<file path="config.mk">
export PLATFORM = sky130hd
export DESIGN_NAME = dma_reg_port
export DESIGN_NICKNAME = d
export VERILOG_FILES = /design/src/rtl/dma_port_pkg.sv /design/src/rtl/dma_port_decode.sv /design/src/rtl/dma_port_slice.sv /design/src/rtl/dma_port_rdmux.sv /design/src/rtl/dma_reg_port.sv
export SDC_FILE = /design/constraint.sdc
export NUM_CORES = 1
export LEC_CHECK = 0
export CORE_MARGIN = 2
export CORE_UTILIZATION = 35
export CTS_CLUSTER_DIAMETER = 30
export CTS_CLUSTER_SIZE = 14
export DETAILED_ROUTE_END_ITERATION = 7
export DONT_BUFFER_PORTS = 1
export GPL_TIMING_DRIVEN = 0
export HOLD_SLACK_MARGIN = 0.02
export PLACE_DENSITY = 0.59
export REMOVE_ABC_BUFFERS = 1
export SETUP_SLACK_MARGIN = 0.2
export SYNTH_ARGS = -nofsm -noshare
export SYNTH_HDL_FRONTEND = slang
export SYNTH_SLANG_ARGS = --single-unit
</file>
<file path="constraint.sdc">
create_clock -name clk_i -period 1.95 [get_ports clk_i]
set_clock_uncertainty 0.2 [all_clocks]
set_input_delay 0.2925 -clock clk_i [delete_from_list [all_inputs] [get_ports clk_i]]
set_output_delay 0.2925 -clock clk_i [all_outputs]
set_load 0.01 [all_outputs]
</file>
<file path="src/rtl/dma_port_pkg.sv">
package dma_port_pkg;
  localparam int BYTE_W = 8;
  localparam int WORD_W = 2 * BYTE_W;
  typedef logic [BYTE_W-1:0] byte_t;
  typedef logic [WORD_W-1:0] word_t;
endpackage

</file>
<file path="src/rtl/dma_port_decode.sv">
module dma_port_decode #(
  parameter int NUM_REG = 6,
  parameter int ADDR_W  = 4
) (
  input  logic [ADDR_W-1:0]  addr_i,
  input  logic               wr_i,
  input  logic               rd_i,
  output logic [NUM_REG-1:0] wr_lo_o,
  output logic [NUM_REG-1:0] wr_hi_o,
  output logic [NUM_REG-1:0] rd_lo_o,
  output logic [NUM_REG-1:0] rd_hi_o,
  output logic               hit_o
);
  logic [NUM_REG-1:0] sel_lo, sel_hi;

  for (genvar r = 0; r < NUM_REG; r++) begin : g_dec
    localparam logic [ADDR_W-1:0] LO_A = ADDR_W'(2 * r);
    localparam logic [ADDR_W-1:0] HI_A = ADDR_W'(2 * r + 1);
    assign sel_lo[r]  = (addr_i == LO_A);
    assign sel_hi[r]  = (addr_i == HI_A);
    assign wr_lo_o[r] = wr_i & sel_lo[r];
    assign wr_hi_o[r] = wr_i & sel_hi[r];
    assign rd_lo_o[r] = rd_i & sel_lo[r];
    assign rd_hi_o[r] = rd_i & sel_hi[r];
  end

  assign hit_o = |{sel_lo, sel_hi};
endmodule

</file>
<file path="src/rtl/dma_port_slice.sv">
module dma_port_slice
  import dma_port_pkg::*;
(
  input  logic  clk_i,
  input  logic  rst_ni,
  input  logic  wr_lo_i,
  input  logic  wr_hi_i,
  input  logic  rd_hi_i,
  input  logic  wctl_i,
  input  logic  reload_i,
  input  logic  upd_we_i,
  input  byte_t wdata_i,
  input  word_t upd_val_i,
  output word_t live_o,
  output byte_t snap_o
);
  byte_t wbuf_q, snap_q;
  word_t latch_q, latch_d, live_q;
  logic  commit;

  assign latch_d = wr_hi_i ? {wdata_i, wbuf_q} : latch_q;
  // a commit in the same cycle as an engine update wins
  assign commit  = reload_i | (wr_hi_i & ~wctl_i);

  always_ff @(posedge clk_i or negedge rst_ni) begin
    if (!rst_ni) begin
      wbuf_q  <= '0;
      latch_q <= '0;
      live_q  <= '0;
      snap_q  <= '0;
    end else begin
      if (wr_lo_i) wbuf_q <= wdata_i;
      latch_q <= latch_d;
      if (commit)        live_q <= latch_d;
      else if (upd_we_i) live_q <= upd_val_i;
      if (rd_hi_i) snap_q <= live_q[BYTE_W-1:0];
    end
  end

  assign live_o = live_q;
  assign snap_o = snap_q;

  assert_lo_only_buffers_R1: assert property (@(posedge clk_i) disable iff (!rst_ni)
    (wr_lo_i && !wr_hi_i && !reload_i && !upd_we_i) |=> $stable(live_q) && $stable(latch_q));
  assert_immediate_commit_R3: assert property (@(posedge clk_i) disable iff (!rst_ni)
    (wr_hi_i && !wctl_i) |=> live_q == latch_q);
  assert_staged_hold_R4: assert property (@(posedge clk_i) disable iff (!rst_ni)
    (wr_hi_i && wctl_i && !reload_i && !upd_we_i) |=> $stable(live_q));
  assert_reload_copies_R4: assert property (@(posedge clk_i) disable iff (!rst_ni)
    reload_i |=> live_q == latch_q);
  assert_snapshot_R5: assert property (@(posedge clk_i) disable iff (!rst_ni)
    rd_hi_i |=> snap_q == $past(live_q[BYTE_W-1:0]));
endmodule

</file>
<file path="src/rtl/dma_port_rdmux.sv">
module dma_port_rdmux
  import dma_port_pkg::*;
#(
  parameter int NUM_REG = 6
) (
  input  logic                      clk_i,
  input  logic                      rst_ni,
  input  logic                      rd_i,
  input  logic                      hit_i,
  input  logic [NUM_REG-1:0]        rd_lo_i,
  input  logic [NUM_REG-1:0]        rd_hi_i,
  input  logic [NUM_REG*WORD_W-1:0] live_i,
  input  logic [NUM_REG*BYTE_W-1:0] snap_i,
  output byte_t                     rdata_o
);
  byte_t rd_nxt, rdata_q;

  always_comb begin
    rd_nxt = '0;
    for (int r = 0; r < NUM_REG; r++) begin
      if (rd_hi_i[r]) rd_nxt |= live_i[r*WORD_W+BYTE_W +: BYTE_W];
      if (rd_lo_i[r]) rd_nxt |= snap_i[r*BYTE_W +: BYTE_W];
    end
  end

  always_ff @(posedge clk_i or negedge rst_ni) begin
    if (!rst_ni)   rdata_q <= '0;
    else if (rd_i) rdata_q <= rd_nxt;
  end

  assign rdata_o = rdata_q;

  assert_unmapped_zero_R8: assert property (@(posedge clk_i) disable iff (!rst_ni)
    (rd_i && !hit_i) |=> rdata_q == '0);
  assert_rdata_hold_R9: assert property (@(posedge clk_i) disable iff (!rst_ni)
    !rd_i |=> $stable(rdata_q));
endmodule

</file>
<file path="src/rtl/dma_reg_port.sv">
module dma_reg_port
  import dma_port_pkg::*;
#(
  parameter int NUM_CH      = 2,
  parameter int REGS_PER_CH = 3,
  parameter int ADDR_W      = 4
) (
  input  logic                                  clk_i,
  input  logic                                  rst_ni,
  input  logic [ADDR_W-1:0]                     addr_i,
  input  logic [7:0]                            wdata_i,
  input  logic                                  wr_i,
  input  logic                                  rd_i,
  output logic [7:0]                            rdata_o,
  input  logic [NUM_CH-1:0]                     wctl_i,
  input  logic [NUM_CH-1:0]                     underflow_i,
  input  logic [NUM_CH-1:0]                     reload_i,
  input  logic [NUM_CH*REGS_PER_CH-1:0]         upd_we_i,
  input  logic [NUM_CH*REGS_PER_CH*16-1:0]      upd_val_i,
  output logic [NUM_CH*REGS_PER_CH*16-1:0]      live_o
);
  localparam int NUM_REG = NUM_CH * REGS_PER_CH;

  logic [NUM_REG-1:0]        wr_lo, wr_hi, rd_lo, rd_hi;
  logic                      hit;
  logic [NUM_REG*BYTE_W-1:0] snap_all;

  dma_port_decode #(.NUM_REG(NUM_REG), .ADDR_W(ADDR_W)) u_dec (
    .addr_i (addr_i),
    .wr_i   (wr_i),
    .rd_i   (rd_i),
    .wr_lo_o(wr_lo),
    .wr_hi_o(wr_hi),
    .rd_lo_o(rd_lo),
    .rd_hi_o(rd_hi),
    .hit_o  (hit)
  );

  for (genvar r = 0; r < NUM_REG; r++) begin : g_reg
    localparam int CH = r / REGS_PER_CH;
    dma_port_slice u_slice (
      .clk_i    (clk_i),
      .rst_ni   (rst_ni),
      .wr_lo_i  (wr_lo[r]),
      .wr_hi_i  (wr_hi[r]),
      .rd_hi_i  (rd_hi[r]),
      .wctl_i   (wctl_i[CH]),
      .reload_i (underflow_i[CH] | reload_i[CH]),
      .upd_we_i (upd_we_i[r]),
      .wdata_i  (wdata_i),
      .upd_val_i(upd_val_i[r*WORD_W +: WORD_W]),
      .live_o   (live_o[r*WORD_W +: WORD_W]),
      .snap_o   (snap_all[r*BYTE_W +: BYTE_W])
    );
  end

  dma_port_rdmux #(.NUM_REG(NUM_REG)) u_rd (
    .clk_i  (clk_i),
    .rst_ni (rst_ni),
    .rd_i   (rd_i),
    .hit_i  (hit),
    .rd_lo_i(rd_lo),
    .rd_hi_i(rd_hi),
    .live_i (live_o),
    .snap_i (snap_all),
    .rdata_o(rdata_o)
  );

  assert_decode_onehot_R8: assert property (@(posedge clk_i) disable iff (!rst_ni)
    $onehot0({wr_lo, wr_hi, rd_lo, rd_hi}) || (wr_i && rd_i));
  assert_other_channel_R12: assert property (@(posedge clk_i) disable iff (!rst_ni)
    ((underflow_i[0] | reload_i[0]) && !(underflow_i[1] | reload_i[1]) && !wr_i
     && upd_we_i == '0) |=> $stable(live_o[NUM_REG*WORD_W-1:REGS_PER_CH*WORD_W]));
endmodule

</file>
# Word level (Yosys, flattened, before mapping)
# Cells that the tools add are included.
totals:
  regBits: 296
  inputBits: 124
  out_inout_bits: 104
  elab_cells: 124
classes:
  n_eq_ne: 11
  mux: 30
  bitwise_logic: 51
  reduce_logical: 7
ops:
  columns: ["operator", "count"]
  rows:
  - ["16-bit two-way mux", 18]
  - ["8-bit two-way mux", 12]
  - ["8-bit bitwise OR", 11]
  - ["1-bit AND", 30]
  - ["4-bit by 3-bit equality test with 1-bit output (second input constant)", 4]
  - ["4-bit equality test (second input constant)", 4]
  - ["2-bit nonzero test", 6]
  - ["4-bit by 2-bit equality test with 1-bit output (second input constant)", 2]
  - ["1-bit bitwise OR", 8]
  - ["4-bit by 1-bit equality test with 1-bit output (second input constant)", 1]
  - ["4-bit zero test", 1]
  - ["1-bit NOT", 2]

# Logic depth before layout (Yosys ltp)
logic_depth:
  word_depth: 25
  ltp_mapped: 7
  depth_no_buf: 4

# Modules after synthesis
# From an unflattened synthesis, not the netlist that was laid out.
unflattened:
  cells_unflattened: 858
  area_unflattened_um2: 13269.0
modules_own_cells:
  columns: ["module", "n_inst", "cells_each", "area_each_um2", "seq_area_each_um2"]
  rows:
  - ["dma_port_slice", 6, 121, 2048.2, 1201.2]
  - ["dma_port_rdmux", 1, 94, 794.5, 200.2]
  - ["dma_port_decode", 1, 36, 172.7, 0.0]
  - ["dma_reg_port", 1, 2, 12.5, 0.0]

# Worst setup path after synthesis
# OpenSTA, ideal clock, no wires.
synth_path:
  kind: "input -> register"
  startpoint: "input wr_i"
  endpoint: "register g_reg[3].u_slice.live_q[10]"
  setup_ns: 0.125
  arrival_ns: 1.704
  required_ns: 1.625
  path_slack_ns: -0.079
  path_stages: 6
  n_path_buf: 2
  cell_sequence: "buf_2 nand3b_2 nor2_4 buf_4 mux2_2 mux2_2"
synth_between:
  elab_cells_between_ends: 6
  classes_between: "mux: 2; bitwise: 3; reduce/logical: 1"
synth_lines:
  columns: ["element", "line", "rtl"]
  rows:
  - ["start, declared", "dma_reg_port.sv:12", "input logic wr_i,"]
  - ["1-bit AND", "dma_port_decode.sv:22", "assign wr_hi_o[r] = wr_i & sel_hi[r];"]
  - ["16-bit two-way mux", "dma_port_slice.sv:21", "assign latch_d = wr_hi_i ? {wdata_i, wbuf_q} : latch_q;"]
  - ["via g_reg[3].u_slice.latch_d[10]", "dma_port_slice.sv:18", "word_t latch_q, latch_d, live_q;"]
  - ["16-bit two-way mux", "dma_port_slice.sv:34", "if (commit) live_q <= latch_d;"]
  - ["end signal, assigned", "dma_port_slice.sv:34", null]
  - ["end signal, assigned", "dma_port_slice.sv:35", "else if (upd_we_i) live_q <= upd_val_i;"]
  - ["end, declared", "dma_port_slice.sv:18", null]
# The timed path passes the listed nets, and every way through them passes these cells.
# A chain may end at the register's enable or synchronous reset.

# Worst setup path in the final report
layout_path:
  startpoint: "register g_reg[3].u_slice.live_q[8]"
  endpoint: "register u_rd.rdata_q[0] (netlist: u_rd.rdata_o[0])"
layout_between:
  elab_chain_cells: 12
layout_rtl:
  columns: ["element", "line", "rtl"]
  rows:
  - ["8-bit bitwise OR (*)", "dma_port_rdmux.sv:21", "if (rd_hi_i[r]) rd_nxt |= live_i[r*WORD_W+BYTE_W +: BYTE_W];"]
  - ["8-bit two-way mux (*)", "dma_port_rdmux.sv:21", null]
  - ["8-bit bitwise OR", "dma_port_rdmux.sv:22", "if (rd_lo_i[r]) rd_nxt |= snap_i[r*BYTE_W +: BYTE_W];"]
  - ["8-bit two-way mux (*)", "dma_port_rdmux.sv:22", null]
  - ["8-bit bitwise OR", "dma_port_rdmux.sv:21", null]
  - ["8-bit two-way mux (*)", "dma_port_rdmux.sv:21", null]
  - ["8-bit bitwise OR", "dma_port_rdmux.sv:22", null]
  - ["8-bit two-way mux (*)", "dma_port_rdmux.sv:22", null]
  - ["8-bit bitwise OR", "dma_port_rdmux.sv:21", null]
  - ["8-bit two-way mux (*)", "dma_port_rdmux.sv:21", null]
  - ["8-bit bitwise OR", "dma_port_rdmux.sv:22", null]
  - ["8-bit two-way mux (*)", "dma_port_rdmux.sv:22", null]
  - ["end signal, assigned", "dma_port_rdmux.sv:28", "else if (rd_i) rdata_q <= rd_nxt;"]
  - ["end, declared", "dma_port_rdmux.sv:16", "byte_t rd_nxt, rdata_q;"]
# Mark *: on every way between the ends. The rest lies on a longest branch, timed or not.

==> impl_results.md <==
- Status: finished with violations
- Failing checks: hold timing
- Layout cells sized above 1: 0.4969
- DRT Pass-1 Iters: 4
- PwrDens: approximately 1400 nW/um2
- Area growth syn-to-layout: 33.53%
- GRT Overall Usage: 0.2073
- Total congestion overflow: 0
- Layout fillers: 3320
- Top cells by count, synth: mux2_2 (360), dfrtp_1 (296), nand2_1 (31)
- Vias in the first global route: 9006
- Critical path type: reg2reg
- Most frequent cell after synthesis: mux2_2
- Fin nets: 1189
- Area post-placement: 13680 um2
- Die H: roughly 200 um
- Syn Area/Cell: 14.76 um2
- Starting Density: 0.3554
- Clock slew at reported path FFs: approximately 0.04 ns
- Main synth FF type: dfrtp_1
- Worst min path class: in2async
- Largest net degree at the start of global routing: 297
- Die width: ~200 um
- Number of remaining DRC errors: 0
- Core area: 37580 um2
- Unrepaired setup endpoints after global routing: yes
- I/O Buffers: 0
- Routed Antenna Nets: 0
- Max Root-Sink Buffers: 3
- Post-synth ARST share: 1.000
- Detailed Route WL: roughly 40000 um
- Sequential area share after synthesis: 0.5547
- DR vias/cell: 5.160
- Max-slew violations: 0
- H-Tree Depth: 3
- Fin Hold WS: -0.7569 ns
- Tcrit/Tclk final: 0.8900
- Top cell type's share of synthesized area: 0.5547
- Max Fclk: 0.5762 GHz
- Area contributors post-synth: dfrtp_1 (55%), mux2_2 (30%), mux2_4 (2.1%)
- Worst-Margin Slew: 1.091 ns
- CTS tree: built
- Via Count: 8437
- Post-synth EDFFs: 0
- Yosys reg bits: 296
- Multi-input combinational cell area: 5741 um2
- Worst setup SP type: register
- Storage cell area: 7407 um2
- VDD IR max: 0.7311 mV
- Relative slew slack: 0.2726
- Worst EP arrival: 1.97 ns
- CP max FO: 3
- IO Pins: 228
- HPWL after DPL: 26220 um
- CP endpoint kind: register
- Fin cells: 1635
- CTS root buf: clkbuf_16
- Synth Cell Area: 13350 um2
- DP Worst Slack: -0.7512 ns
- Leakage Power: 7.793 nW
- Iter 0 DRT Violations: 461
- Worst-Skew Late Latency: 0.57 ns
- Period minus WS final: approximately 1.7 ns
- Post-Syn Instances: 905
- Post-synth cell types: 62
- CTS buffer count: 73
- Area leader, netlist: dfrtp_1
- Routed wire per std cell: 24.75 um
- Finished Cell Area: about 18000 um2
- Placed cell count: about 1400
- CP required: roughly 2.2 ns
- First-pass GRT wire length: between 50000 and 60000 um
- Clock sink count: 296
- Hold Fails Final Rpt: between 400 and 500
- Initial antenna violation count: 4
- GP Congestion: ~0.80
- Max Cap Viol: 0
- Row count: 71
- Setup violators final: 0
- Synth Warn #: 0
- Full die area: 39730 um2
- Worst setup margin: 0.2145 ns
-- cells by family after synthesis --
| kind of cell | after synthesis | synth area share |
|---|---|---|
| muxes | 397 | 0.3394 |
| DFF | 296 | 0.5547 |
| and+or+nand+nor | 100 | 0.04657 |
| buffers and inverters | 57 | 0.02352 |
| AOI/OAI and AO/OA | 55 | 0.03589 |
-- state kept, by name (all words and copies together) (netlist names) --
name	cells
g.u_slice.snap_o	48
u_rd.rdata_o	8
g.u_slice.latch_q	96
g.u_slice.wbuf_q	48
g.u_slice.live_o	96
-- power by group --
part | internal, W | switching [W]
clock | 0.00878 | 0.00375
sequential | 0.00763 | 0.00142
combinational | 0.00185 | 0.00101
total | 0.0183 | 0.00618
-- per-stage QoR --
step | setup TNS [ns] | total power (W) | utilization
global placement | -67.53 | 0.01151 | 0.3641
detailed placement | -67.96 | 0.01160 | 0.3641
CTS | 0 | 0.02464 | 0.4682
global route | 0 | 0.02543 | 0.4745
finish | 0 | 0.02445 | 0.4745
floorplan | -2.831 | 0.01059 | -
-- final timing paths --
| kind | slack (ns) | cells past startpoint | endpoint | startpoint |
|---|---|---|---|---|
| setup reg to reg | 0.21 | 4 | u_rd.rdata_o[0]$_DFFE_PN0P_ | g_reg[3].u_slice.live_o[8]$_DFFE_PN0P_ |
| hold reg to reg | 0.28 | 2 | g_reg[0].u_slice.snap_o[1]$_DFFE_PN0N_ | g_reg[0].u_slice.snap_o[1]$_DFFE_PN0N_ |
| hold / removal | -0.76 | 0 | g_reg[0].u_slice.live_o[1]$_DFFE_PN0P_ | rst_ni |
| max in group asynchronous | 1.59 | 0 | g_reg[4].u_slice.wbuf_q[1]$_DFFE_PN0P_ | rst_ni |
| setup / recovery | 0.21 | 4 | u_rd.rdata_o[0]$_DFFE_PN0P_ | g_reg[3].u_slice.live_o[8]$_DFFE_PN0P_ |
| min in group clk_i | -0.37 | 1 | u_rd.rdata_o[5]$_DFFE_PN0P_ | rd_i |
-- cell usage in the layout, fill, tap and decap left out, drive strengths merged, types with 3 or more instances in the layout --
| cell | count |
|---|---|
| a31oi | 6 |
| o32a | 4 |
| nand3 | 8 |
| bufinv | 11 |
| a22oi | 9 |
| clkinv | 15 |
| inv | 3 |
| dfrtp | 296 |
| nor2b | 6 |
| nor3 | 3 |
| a2111oi | 3 |
| and3 | 6 |
| o31ai | 3 |
| nand3b | 10 |
| mux2i | 17 |
| nand2 | 32 |
| dlygate4sd3 | 126 |
| o21ai | 8 |
| clkinvlp | 8 |
| diode | 3 |
| buf | 13 |
| mux2 | 379 |
| a221oi | 3 |
| nor2 | 19 |
| clkbuf | 95 |
| a22o | 3 |
-- per-layer routing --
metal	global-route usage	routed length, um	up-vias
met4	0.07572	1200	2
met5	0	11	-
met2	0.3257	18940	307
met3	0.06734	3217	68
met1	0.2678	17100	4387
li1	-	-	3673
-- layout make-up --
| class | instances | area share |
|---|---|---|
| flip-flops and latches | 296 | 0.4154 |
| clock buffers | 95 | 0.1138 |
| repair buffers | 141 | 0.08111 |
| clock inverters | 36 | 0.03129 |
| well taps | 511 | 0.03585 |
| inverters | 1 | 0.0002105 |
| multi-input cells | 552 | 0.3219 |
| diodes | 3 | 0.0004210 |
-- timing repair --
action                                  4_1_cts  5_1_grt
resized for setup                            18        8
hold buffers                                120        8
hold endpoints to repair                    533      412
pin swaps                                     5        7
setup buffers                                 2       11
endpoints found under the setup margin       83       88
-- critical path, stage by stage, from the launching register on --
cell,delay (ns)
dfrtp_1,0.43
mux2i_1,0.35
or2_2,0.19
o211ai_1,0.08
o32a_1,0.34
(Power assumes the default switching activity.)
